### config.mk
export PLATFORM = sky130hd
export DESIGN_NAME = ctlbus_slave
export DESIGN_NICKNAME = d
export VERILOG_FILES = /design/src/rtl/ctlbus_pkg.sv /design/src/rtl/ctlbus_dp.sv /design/src/rtl/ctlbus_ctrl.sv /design/src/rtl/ctlbus_slave.sv
export SDC_FILE = /design/constraint.sdc
export NUM_CORES = 1
export LEC_CHECK = 0
export BUFFER_PORTS_ARGS = -buffer_cell sky130_fd_sc_hd__buf_2
export CORE_MARGIN = 5
export CORE_UTILIZATION = 51
export DETAILED_ROUTE_END_ITERATION = 6
export GPL_TIMING_DRIVEN = 1
export PLACE_DENSITY_LB_ADDON = 0.2
export SLEW_MARGIN = 10
export SYNTH_ARGS = -nofsm -noshare
export SYNTH_HDL_FRONTEND = slang
export SYNTH_SLANG_ARGS = --single-unit
### constraint.sdc
create_clock -name clk -period 2 [get_ports clk]
set_clock_uncertainty 0.15 [all_clocks]
set_input_delay 0.4 -clock clk [delete_from_list [all_inputs] [get_ports clk]]
set_output_delay 0.4 -clock clk [all_outputs]
set_load 0.05 [all_outputs]
### src/rtl/ctlbus_pkg.sv
package ctlbus_pkg;
  localparam int BYTE_W = 8;
  localparam int ID_W   = 7;
  localparam int CNT_W  = $clog2(BYTE_W + 1);

  typedef enum logic [3:0] {
    ST_IDLE, ST_DEVADDR, ST_DEVACK, ST_REGADDR, ST_REGACK,
    ST_WRDATA, ST_WRACK, ST_RDDATA, ST_RDACK, ST_WAITEND
  } busState_e;

  // strobes and levels from control to datapath
  typedef struct packed {
    logic shiftIn;
    logic shiftOut;
    logic loadAddr;
    logic incAddr;
    logic readReq;
    logic writeReq;
    logic driveAck;
    logic driveData;
  } dpCtl_t;
endpackage

### src/rtl/ctlbus_dp.sv
module ctlbus_dp
  import ctlbus_pkg::*;
#(
  parameter int SYNC_STAGES = 2
) (
  input  logic              clk,
  input  logic              rstN,
  input  logic              sclIn,
  input  logic              sdaIn,
  input  dpCtl_t            ctl,
  output logic              sclRise,
  output logic              sclFall,
  output logic              startDet,
  output logic              stopDet,
  output logic              sdaBit,
  output logic [BYTE_W-1:0] rxByte,
  output logic              sdaOe,
  output logic [BYTE_W-1:0] regAddr,
  output logic              regWrEn,
  output logic [BYTE_W-1:0] regWrData,
  output logic              regRdEn,
  input  logic [BYTE_W-1:0] regRdData
);
  logic [SYNC_STAGES-1:0] sclSync, sdaSync;
  logic sclD, sdaD, sclS;
  logic [BYTE_W-1:0] shiftQ, addrQ, wrDataQ;
  logic rdEnQ, rdLoad, wrEnQ;

  assign sclS   = sclSync[SYNC_STAGES-1];
  assign sdaBit = sdaSync[SYNC_STAGES-1];

  always_ff @(posedge clk or negedge rstN) begin
    if (!rstN) begin
      sclSync <= '1;
      sdaSync <= '1;
      sclD    <= 1'b1;
      sdaD    <= 1'b1;
    end else begin
      sclSync <= {sclSync[SYNC_STAGES-2:0], sclIn};
      sdaSync <= {sdaSync[SYNC_STAGES-2:0], sdaIn};
      sclD    <= sclS;
      sdaD    <= sdaBit;
    end
  end

  assign sclRise  = sclS & ~sclD;
  assign sclFall  = ~sclS & sclD;
  assign startDet = sclS & sclD & sdaD & ~sdaBit;
  assign stopDet  = sclS & sclD & ~sdaD & sdaBit;

  always_ff @(posedge clk or negedge rstN) begin
    if (!rstN) begin
      shiftQ  <= '1;
      addrQ   <= '0;
      wrDataQ <= '0;
      rdEnQ   <= 1'b0;
      rdLoad  <= 1'b0;
      wrEnQ   <= 1'b0;
    end else begin
      rdEnQ  <= ctl.readReq;
      rdLoad <= rdEnQ;
      wrEnQ  <= ctl.writeReq;
      if (ctl.writeReq) wrDataQ <= shiftQ;
      if (rdLoad)            shiftQ <= regRdData;
      else if (ctl.shiftIn)  shiftQ <= {shiftQ[BYTE_W-2:0], sdaBit};
      else if (ctl.shiftOut) shiftQ <= {shiftQ[BYTE_W-2:0], 1'b1};
      if (ctl.loadAddr)                addrQ <= shiftQ;
      else if (ctl.incAddr || wrEnQ)   addrQ <= addrQ + 1'b1;
    end
  end

  assign rxByte    = shiftQ;
  assign regAddr   = addrQ;
  assign regWrEn   = wrEnQ;
  assign regWrData = wrDataQ;
  assign regRdEn   = rdEnQ;
  assign sdaOe     = ctl.driveAck | (ctl.driveData & ~shiftQ[BYTE_W-1]);
endmodule

### src/rtl/ctlbus_ctrl.sv
module ctlbus_ctrl
  import ctlbus_pkg::*;
(
  input  logic              clk,
  input  logic              rstN,
  input  logic [ID_W-1:0]   devId,
  input  logic              writeOnly,
  input  logic              sclRise,
  input  logic              sclFall,
  input  logic              startDet,
  input  logic              stopDet,
  input  logic              sdaBit,
  input  logic [BYTE_W-1:0] rxByte,
  output dpCtl_t            ctl
);
  busState_e state;
  logic [CNT_W-1:0] bitCnt;
  logic rwQ;
  logic receiving, byteDone, accept, quiet, masterAck;

  assign receiving = (state == ST_DEVADDR) || (state == ST_REGADDR) || (state == ST_WRDATA);
  assign quiet     = ~startDet & ~stopDet;
  assign byteDone  = quiet & receiving & sclFall & (bitCnt == CNT_W'(BYTE_W));
  assign accept    = (rxByte[BYTE_W-1:1] == devId) && !(rxByte[0] && writeOnly);
  assign masterAck = quiet & (state == ST_RDACK) & sclRise & ~sdaBit;

  always_ff @(posedge clk or negedge rstN) begin
    if (!rstN) begin
      state  <= ST_IDLE;
      bitCnt <= '0;
      rwQ    <= 1'b0;
    end else if (startDet) begin
      state  <= ST_DEVADDR;
      bitCnt <= '0;
    end else if (stopDet) begin
      state  <= ST_IDLE;
    end else begin
      unique case (state)
        ST_DEVADDR, ST_REGADDR, ST_WRDATA: begin
          if (sclRise && bitCnt != CNT_W'(BYTE_W)) bitCnt <= bitCnt + 1'b1;
          if (byteDone) begin
            bitCnt <= '0;
            if (state == ST_DEVADDR) begin
              rwQ   <= rxByte[0];
              state <= accept ? ST_DEVACK : ST_IDLE;
            end else begin
              state <= (state == ST_REGADDR) ? ST_REGACK : ST_WRACK;
            end
          end
        end
        ST_DEVACK: if (sclFall) state <= rwQ ? ST_RDDATA : ST_REGADDR;
        ST_REGACK, ST_WRACK: if (sclFall) state <= ST_WRDATA;
        ST_RDDATA: if (sclFall) begin
          if (bitCnt == CNT_W'(BYTE_W - 1)) begin
            state  <= ST_RDACK;
            bitCnt <= '0;
          end else begin
            bitCnt <= bitCnt + 1'b1;
          end
        end
        ST_RDACK: begin
          if (sclRise && sdaBit) state <= ST_WAITEND;
          else if (sclFall)      state <= ST_RDDATA;
        end
        default: ;
      endcase
    end
  end

  always_comb begin
    ctl           = '0;
    ctl.shiftIn   = quiet & receiving & sclRise & (bitCnt != CNT_W'(BYTE_W));
    ctl.shiftOut  = quiet & (state == ST_RDDATA) & sclFall & (bitCnt != CNT_W'(BYTE_W - 1));
    ctl.loadAddr  = byteDone & (state == ST_REGADDR);
    ctl.writeReq  = byteDone & (state == ST_WRDATA);
    ctl.incAddr   = masterAck;
    ctl.readReq   = masterAck | (byteDone & (state == ST_DEVADDR) & accept & rxByte[0]);
    ctl.driveAck  = (state == ST_DEVACK) || (state == ST_REGACK) || (state == ST_WRACK);
    ctl.driveData = (state == ST_RDDATA);
  end
endmodule

### src/rtl/ctlbus_slave.sv
module ctlbus_slave
  import ctlbus_pkg::*;
#(
  parameter int SYNC_STAGES = 2
) (
  input  logic        clk,
  input  logic        rstN,
  input  logic [6:0]  devId,
  input  logic        writeOnly,
  input  logic        sclIn,
  input  logic        sdaIn,
  output logic        sdaOe,
  output logic [7:0]  regAddr,
  output logic        regWrEn,
  output logic [7:0]  regWrData,
  output logic        regRdEn,
  input  logic [7:0]  regRdData
);
  dpCtl_t ctl;
  logic sclRise, sclFall, startDet, stopDet, sdaBit;
  logic [BYTE_W-1:0] rxByte;

  ctlbus_dp #(.SYNC_STAGES(SYNC_STAGES)) u_dp (
    .clk(clk), .rstN(rstN), .sclIn(sclIn), .sdaIn(sdaIn), .ctl(ctl),
    .sclRise(sclRise), .sclFall(sclFall), .startDet(startDet), .stopDet(stopDet),
    .sdaBit(sdaBit), .rxByte(rxByte), .sdaOe(sdaOe), .regAddr(regAddr),
    .regWrEn(regWrEn), .regWrData(regWrData), .regRdEn(regRdEn), .regRdData(regRdData)
  );

  ctlbus_ctrl u_ctrl (
    .clk(clk), .rstN(rstN), .devId(devId), .writeOnly(writeOnly),
    .sclRise(sclRise), .sclFall(sclFall), .startDet(startDet), .stopDet(stopDet),
    .sdaBit(sdaBit), .rxByte(rxByte), .ctl(ctl)
  );
endmodule

==> summary.md, run 1 <==
| Metric | Value |
|---|---|
| End point of the critical path | `u_dp.rxByte[3]` |
| Power Total | `0.00415 W` |
| Longest Clk Path Bufs | `2` |
| Place WS | `-0.141 ns` |
| Met2 wire length | `between 3000 and 4000 um` |
| Min setup slack post-route | `-0.149 ns` |
| Critical Path Source | `u_ctrl.bitCnt[0]` |
| Crit path required time | `2.09 ns` |
| Avg Inst Size Synth | `just under 10 um2` |
| Overflow after GRT | `0` |
| Fmax | `465 MHz` |
| Layout Cell Area excl Fill | `3260 um2` |
| Port Buf Inserts | `38` |
| Total CTS buffers | `5` |
| Worst slew pin tran | `~0.52 ns` |
| Critical path class | `reg2reg` |
| Layout cells sized above 1 | `48.3%` |
| Worst path arrival time | `between 2 and 2.5 ns` |
| Mapped Area | `2350 um2` |
| CTS H-tree lvls | `2` |
| Worst-path clk slew | `around 0.080 ns` |
| Die Ht | `approximately 78 um` |
| First-pass GRT wire length | `approximately 10000 um` |
| R2r setup slk | `-0.15 ns` |
| Reg2Reg Capture Point | `u_dp.rxByte[3]` |
| Worst-Skew Late Latency | `0.30 ns` |
| Number of remaining DRC errors | `0` |
| Number of diodes | `0` |
| Part of the Yosys area used for sequential elements | `45.5%` |
| Syn Nets | `265` |
| Vias | `2171` |
| Failing checks | `setup timing` |
| Non-Filler Instances | `375` |
| M1 WL | `roughly 2800 um` |
| Root Driver | `clkbuf_8` |
| Syn Inst Count | `242` |
| TritonCTS sink count | `42` |
| Period utilization | `107%` |
| Post-synth EDFFs | `0` |
| CP Capture Type | `flip-flop` |
| Initial core utilization | `53.2%` |
| Core area | `between 4000 and 5000 um2` |
| GP Congestion | `about 0.9` |
| Minimum clock period | `approximately 2.1 ns` |
| Vias in the first global route | `2032` |
| Yosys cell types | `approximately 50` |
| Hold Path Class | `in2async` |
| Final hold violation count | `0` |
| Vias per cell | `5.79` |
| Initial DRC count | `132` |
| Post-synth top flop | `dfrtp_1` |
| Worst relative slew slack | `between 60% and 70%` |
| Die area | `a little over 6000 um2` |
| Inst Count DP | `359` |
| #FFs+latches synth | `42` |
| Met3 WL | `565 um` |
| IO Count | `39` |
| Reg2reg start | `u_ctrl.bitCnt[0]` |
| Depth of the most critical reg-to-reg path | `7` |
| Final setup vio count | `22` |
| RSZ-0062 raised after global routing | `yes` |
| Area Overhead vs Synth | `38.9%` |
| Placed instance area | `2860 um2` |
| Gr usage total | `20.6%` |
| Static Leak | `roughly 1.5 nW` |
| Antenna violations before repair | `0` |
| Synth Warn # | `0` |
| Pwr per Cell Area | `1270 nW/um2` |
| Site Rows | `24` |
| Nature of the critical path startpoint | `flip-flop` |
| Drt wl/cell | `17.6 um` |
| Fin Hold WS | `roughly 0.0099 ns` |
| Max VDD drop | `0.819 mV` |
| Pin count of the biggest net entering global routing | `43` |
| Final wirelength | `6610 um` |
| Detail Placement HPWL | `4260 um` |
| DRT Pass-1 Iters | `4` |
| Nets | `345` |
| Max FO, Critical Path | `6` |
| TritonCTS clock tree | `built` |
| Status | `finished, violations left` |
| FFs w/ async S/R, synth | `100%` |
| Die Span X | `77.8 um` |
| Total of max-cap violations | `0` |
| ANT nets after route | `0` |
| Pins over their slew limit | `0` |
| Max Used Layer | `met4` |
-- cell usage after synthesis, types with 6 or more instances --
cell type	instances	area [um2]
dfstp_2	14	368
nand3_1	10	50.1
nor2_1	17	63.8
nand2_1	18	67.6
xnor2_1	6	52.6
xor2_1	9	78.8
inv_1	14	52.6
a21oi_1	19	95.1
a311oi_1	8	70.1
clkbuf_1	8	30.0
a221o_1	7	70.1
dfrtp_1	28	701
o21ai_0	15	75.1
-- how the worst min path moves through the flow --
stage                       end  slack, ns
3_3_place_gp    u_dp.sdaSync[1]       0.20
2_1_floorplan  u_ctrl.bitCnt[0]      -0.05
3_5_place_dp    u_dp.sdaSync[1]       0.20
4_1_cts         u_ctrl.state[1]       0.02
5_1_grt         u_dp.sdaSync[0]       0.03
6_report        u_ctrl.state[1]       0.01
-- power by group --
part	switching, W	leakage (nW)	internal, W
sequential	0.000233	0.523	0.00108
combinational	0.00105	0.902	0.000957
clock	0.000300	0.0714	0.000532
total	0.00158	1.50	0.00257
-- final cells by class --
cell class	count	area, um2
clock buffer	6	82.6
clock inverter	2	60.1
fill	293	1150
timing repair buffer	85	577
tap	52	65.1
sequential	42	1070
multi-input combinational	174	1350
inverter	14	52.6
-- through the flow --
step / utilization [%] / TNS, ns
6_report: 73.8 / -1.33
4_1_cts: 69.5 / -0.923
3_5_place_dp: 64.8 / -1.36
2_1_floorplan: - / -0.791
3_3_place_gp: 64.8 / -0.939
5_1_grt: 73.8 / -3.64
-- repair_timing --
item	in CTS	in global routing
resized for setup	19	43
pin swaps	4	6
hold buffers	0	0
cloned	1	2
setup endpoints to repair	16	33
setup buffers	0	5
-- layout by cell type, fill, tap and decap left out, types with 2 or more instances in the layout --
cell	instances
a21oi_1	17
a21oi_2	3
a221o_1	7
a22o_1	2
a311oi_2	7
a31oi_1	2
buf_2	37
buf_4	42
buf_6	5
bufinv_16	2
clkbuf_8	6
dfrtp_1	26
dfrtp_2	2
dfstp_2	14
ha_1	3
inv_1	12
inv_2	2
mux2_2	4
mux2i_1	2
nand2_1	18
nand2b_1	3
nand3_1	9
nand4_1	3
nand4b_1	2
nor2_1	9
nor2_2	4
nor2_4	4
nor2b_1	4
nor3b_1	3
nor4b_2	2
o21ai_0	4
o21ai_1	9
o21ai_2	2
or3_1	2
or4_4	2
xnor2_1	6
xor2_1	9
-- critical path: stages, from the launching register on --
cell and delay (ns):
dfrtp_1 0.41, inv_2 0.07, ha_1 0.14, and3b_4 0.22, nor3_2 0.06, or4_4 0.58, a311oi_2 0.31, a221o_1 0.16
-- state kept, by name (all words and copies together), names as in the netlist --
| name | flops |
|---|---|
| u_dp.regWrData | 8 |
| u_dp.regRdEn | 1 |
| u_dp.rxByte | 8 |
| u_dp.rdLoad | 1 |
| u_dp.regAddr | 8 |
| u_ctrl.rwQ | 1 |
| u_dp.sdaD | 1 |
| u_dp.sdaSync | 2 |
| u_dp.regWrEn | 1 |
| u_dp.sclSync | 2 |
| u_ctrl.bitCnt | 4 |
| u_ctrl.state | 4 |
| u_dp.sclD | 1 |
-- layer usage --
metal / global-route usage (%) / vias to the layer above
met5: 0 / -
met4: 4.64 / 0
met3: 6.02 / 10
met2: 31.7 / 81
met1: 28.6 / 1044
li1: - / 1036
-- cells by family after synthesis --
kind of cell	after synthesis	share of synthesized area [%]
simple gates	81	19.9
compound gates	68	19.7
flops	42	45.5
buf+inv	27	4.85
xor+xnor	15	5.60
mux	6	2.77
fa+ha+maj	3	1.60
Power figures use the tool's default switching activity.
==> run 2: changes to the inputs <==
--- a/config.mk
+++ b/config.mk
@@ -10,6 +10,7 @@
 export CORE_UTILIZATION = 51
 export DETAILED_ROUTE_END_ITERATION = 6
 export GPL_TIMING_DRIVEN = 1
+export HOLD_SLACK_MARGIN = 0.15
 export PLACE_DENSITY_LB_ADDON = 0.2
 export SLEW_MARGIN = 10
 export SYNTH_ARGS = -nofsm -noshare
==> run 2 against run 1 <==
Sequential power hardly changed. Fmax is 0.17% lower. Sequential share of layout area is 0.40 points lower. The run still ends with setup timing left. Critical path type unchanged. First-iteration DRC count is 14% higher. Hold slack better by 0.17 ns. Highest routed layer unchanged.
==> summary.md, run 2 (same netlist as run 1, synthesis figures left out) <==
| Metric | Value |
|---|---|
| Antenna violations before repair | `0` |
| Overflow after GRT | `0` |
| Worst relative slew slack | `65.1%` |
| Pins over their slew limit | `0` |
| Total CTS buffers | `5` |
| Critical path class | `reg2reg` |
| Fin Hold WS | `0.178 ns` |
| Max VDD drop | `0.821 mV` |
| Max incr delay on CP | `0.58 ns` |
| Worst-path clk slew | `0.08 ns` |
| Final core utilization | `about 75%` |
| Die area | `6060 um2` |
| Minimum clock period | `2.15 ns` |
| Sw power | `around 0.0016 W` |
| Clock Power Share | `20.0%` |
| Drt wl/cell | `17.5 um` |
| TritonCTS clock tree | `built` |
| Worst path arrival time | `2.25 ns` |
| Max FO, Critical Path | `6` |
| Port Buf Inserts | `38` |
| Vias | `2197` |
| Static Leak | `about 1.5 nW` |
| CTS H-tree lvls | `2` |
| Root Driver | `clkbuf_8` |
| Final wirelength | `6650 um` |
| Final setup vio count | `18` |
| Grt met2 use | `31.9%` |
| Number of diodes | `0` |
| Min setup slack post-route | `-0.153 ns` |
| First-pass GRT wire length | `between 10000 and 15000 um` |
| Met3 usage | `6.02%` |
| Slowest cell on the critical path | `or4_4` |
| Period utilization | `108%` |
| Site Rows | `24` |
| Worst slew pin tran | `0.524 ns` |
| Longest Clk Path Bufs | `2` |
| TritonCTS sink count | `42` |
| Nets | `349` |
| Layout cells sized above 1 | `between 40% and 50%` |
| Layout Cell Area excl Fill | `3300 um2` |
| R2r setup slk | `-0.15 ns` |
| Initial DRC count | `150` |
| DRT Pass-1 Iters | `4` |
| Fill cells | `~290` |
| Gr usage total | `~21%` |
| ANT nets after route | `0` |
| Die Ht | `approximately 80 um` |
| Die Span X | `~80 um` |
| Total of max-cap violations | `0` |
| Number of remaining DRC errors | `0` |
| Busiest grt layer | `met2` |
| Hold Path Class | `in2reg` |
| Most common cell after layout, fill and taps aside | `buf_4` |
| Crit path required time | `2.09 ns` |
| Most frequent cells in the layout | `42 x buf_4, 37 x buf_2, 26 x dfrtp_1` |
| Detail Placement HPWL | `approximately 4300 um` |
| Fmax | `approximately 460 MHz` |
| Final hold violation count | `0` |
| Core area | `4410 um2` |
| IO Count | `39` |
| Placed instance area | `2860 um2` |
| Failing checks | `setup timing` |
| Initial core utilization | `53.2%` |
| Comb power frac | `48.4%` |
| CP Capture Type | `flip-flop` |
| CP Cell Sequence | `inv_2 > ha_1 > and3b_4 > nor3_2 > or4_4 > a311oi_2 > a221o_1` |
| Internal Pwr Total | `0.00258 W` |
| Area Overhead vs Synth | `40.6%` |
| RSZ-0062 raised after global routing | `yes` |
| Pin count of the biggest net entering global routing | `43` |
| Pwr per Cell Area | `roughly 1300 nW/um2` |
| Vias per cell | `between 5 and 6` |
| Vias in the first global route | `a little over 2000` |
| Met1 usage | `approximately 29%` |
| GP Congestion | `0.921` |
| Sequential share of power | `31.6%` |
| Nature of the critical path startpoint | `flip-flop` |
| Worst-Skew Late Latency | `roughly 0.3 ns` |
| Power Total | `0.00416 W` |
| Place WS | `-0.141 ns` |
| Sw Share | `38.1%` |
| Status | `finished, violations left` |
[run 2: cell types whose count changed in the layout (fill, tap and decap cells not counted)]
cell	previous run	this run
dlygate4sd3_1	0	4
[run 2: layout make-up]
type,instances,area (um2),area share [%]
Clock buffer,6,82.6,2.50
Clock inverter,2,60.1,1.82
Inverter,14,52.6,1.59
Multi-Input combinational cell,174,1350,41.0
Sequential cell,42,1070,32.5
Tap cell,52,65.1,1.97
Timing Repair Buffer,89,617,18.7
[run 2: metrics by stage]
step / TNS (ns) / cells
2_1_floorplan: -0.791 / 242
3_3_place_gp: -0.939 / 359
3_5_place_dp: -1.36 / 359
4_1_cts: -0.923 / 372
5_1_grt: -3.64 / 379
6_report: -1.22 / 379
[run 2: critical path: cells and delay by family (launching register included)]
| kind | cells | cell delay, ns |
|---|---|---|
| and+or+nand+nor | 3 | 0.86 |
| buffers and inverters | 1 | 0.07 |
| AOI/OAI and AO/OA | 2 | 0.48 |
| adders and majority gates | 1 | 0.14 |
| DFF | 1 | 0.41 |
[run 2: timing repair]
action,in CTS,in global routing
gates resized for setup,19,43
pin swaps,4,6
buffers inserted,0,5
endpoints found under the hold margin,31,0
cloned,1,2
hold buffers,4,0
endpoints found under the setup margin,16,33
[run 2: path summary, 6_finish.rpt]
| path | startpoint | to | depth (start not counted) |
|---|---|---|---|
| min in group asynchronous | rstN | u_ctrl.state[1] | 3 |
| min reg2reg | u_dp.sdaSync[0] | u_dp.sdaSync[1] | 0 |
| max | u_ctrl.bitCnt[0] | u_dp.rxByte[3] | 7 |
| max reg2reg | u_ctrl.bitCnt[0] | u_dp.rxByte[3] | 7 |
| max in group asynchronous | rstN | u_ctrl.state[2] | 3 |
| min | regRdData[6] | u_dp.rxByte[6] | 2 |
[run 2: metal layers]
metal  up-vias  part of all wire [%]  wire length, um
met1      1057                    43             2830
met5         -                     0                0
li1       1050                     -                -
met4         0                   1.3               84
met3        12                   8.4              559
met2        78                    48             3180
[run 2: power by group through the flow]
stage          clock [W]  sequential [W]  combinational (W)
6_report        0.000832         0.00132            0.00201
5_1_grt         0.000900         0.00134            0.00214
4_1_cts         0.000852         0.00130            0.00173
3_5_place_dp           0         0.00130            0.00161
3_3_place_gp           0         0.00129            0.00160
2_1_floorplan          0         0.00131            0.00100
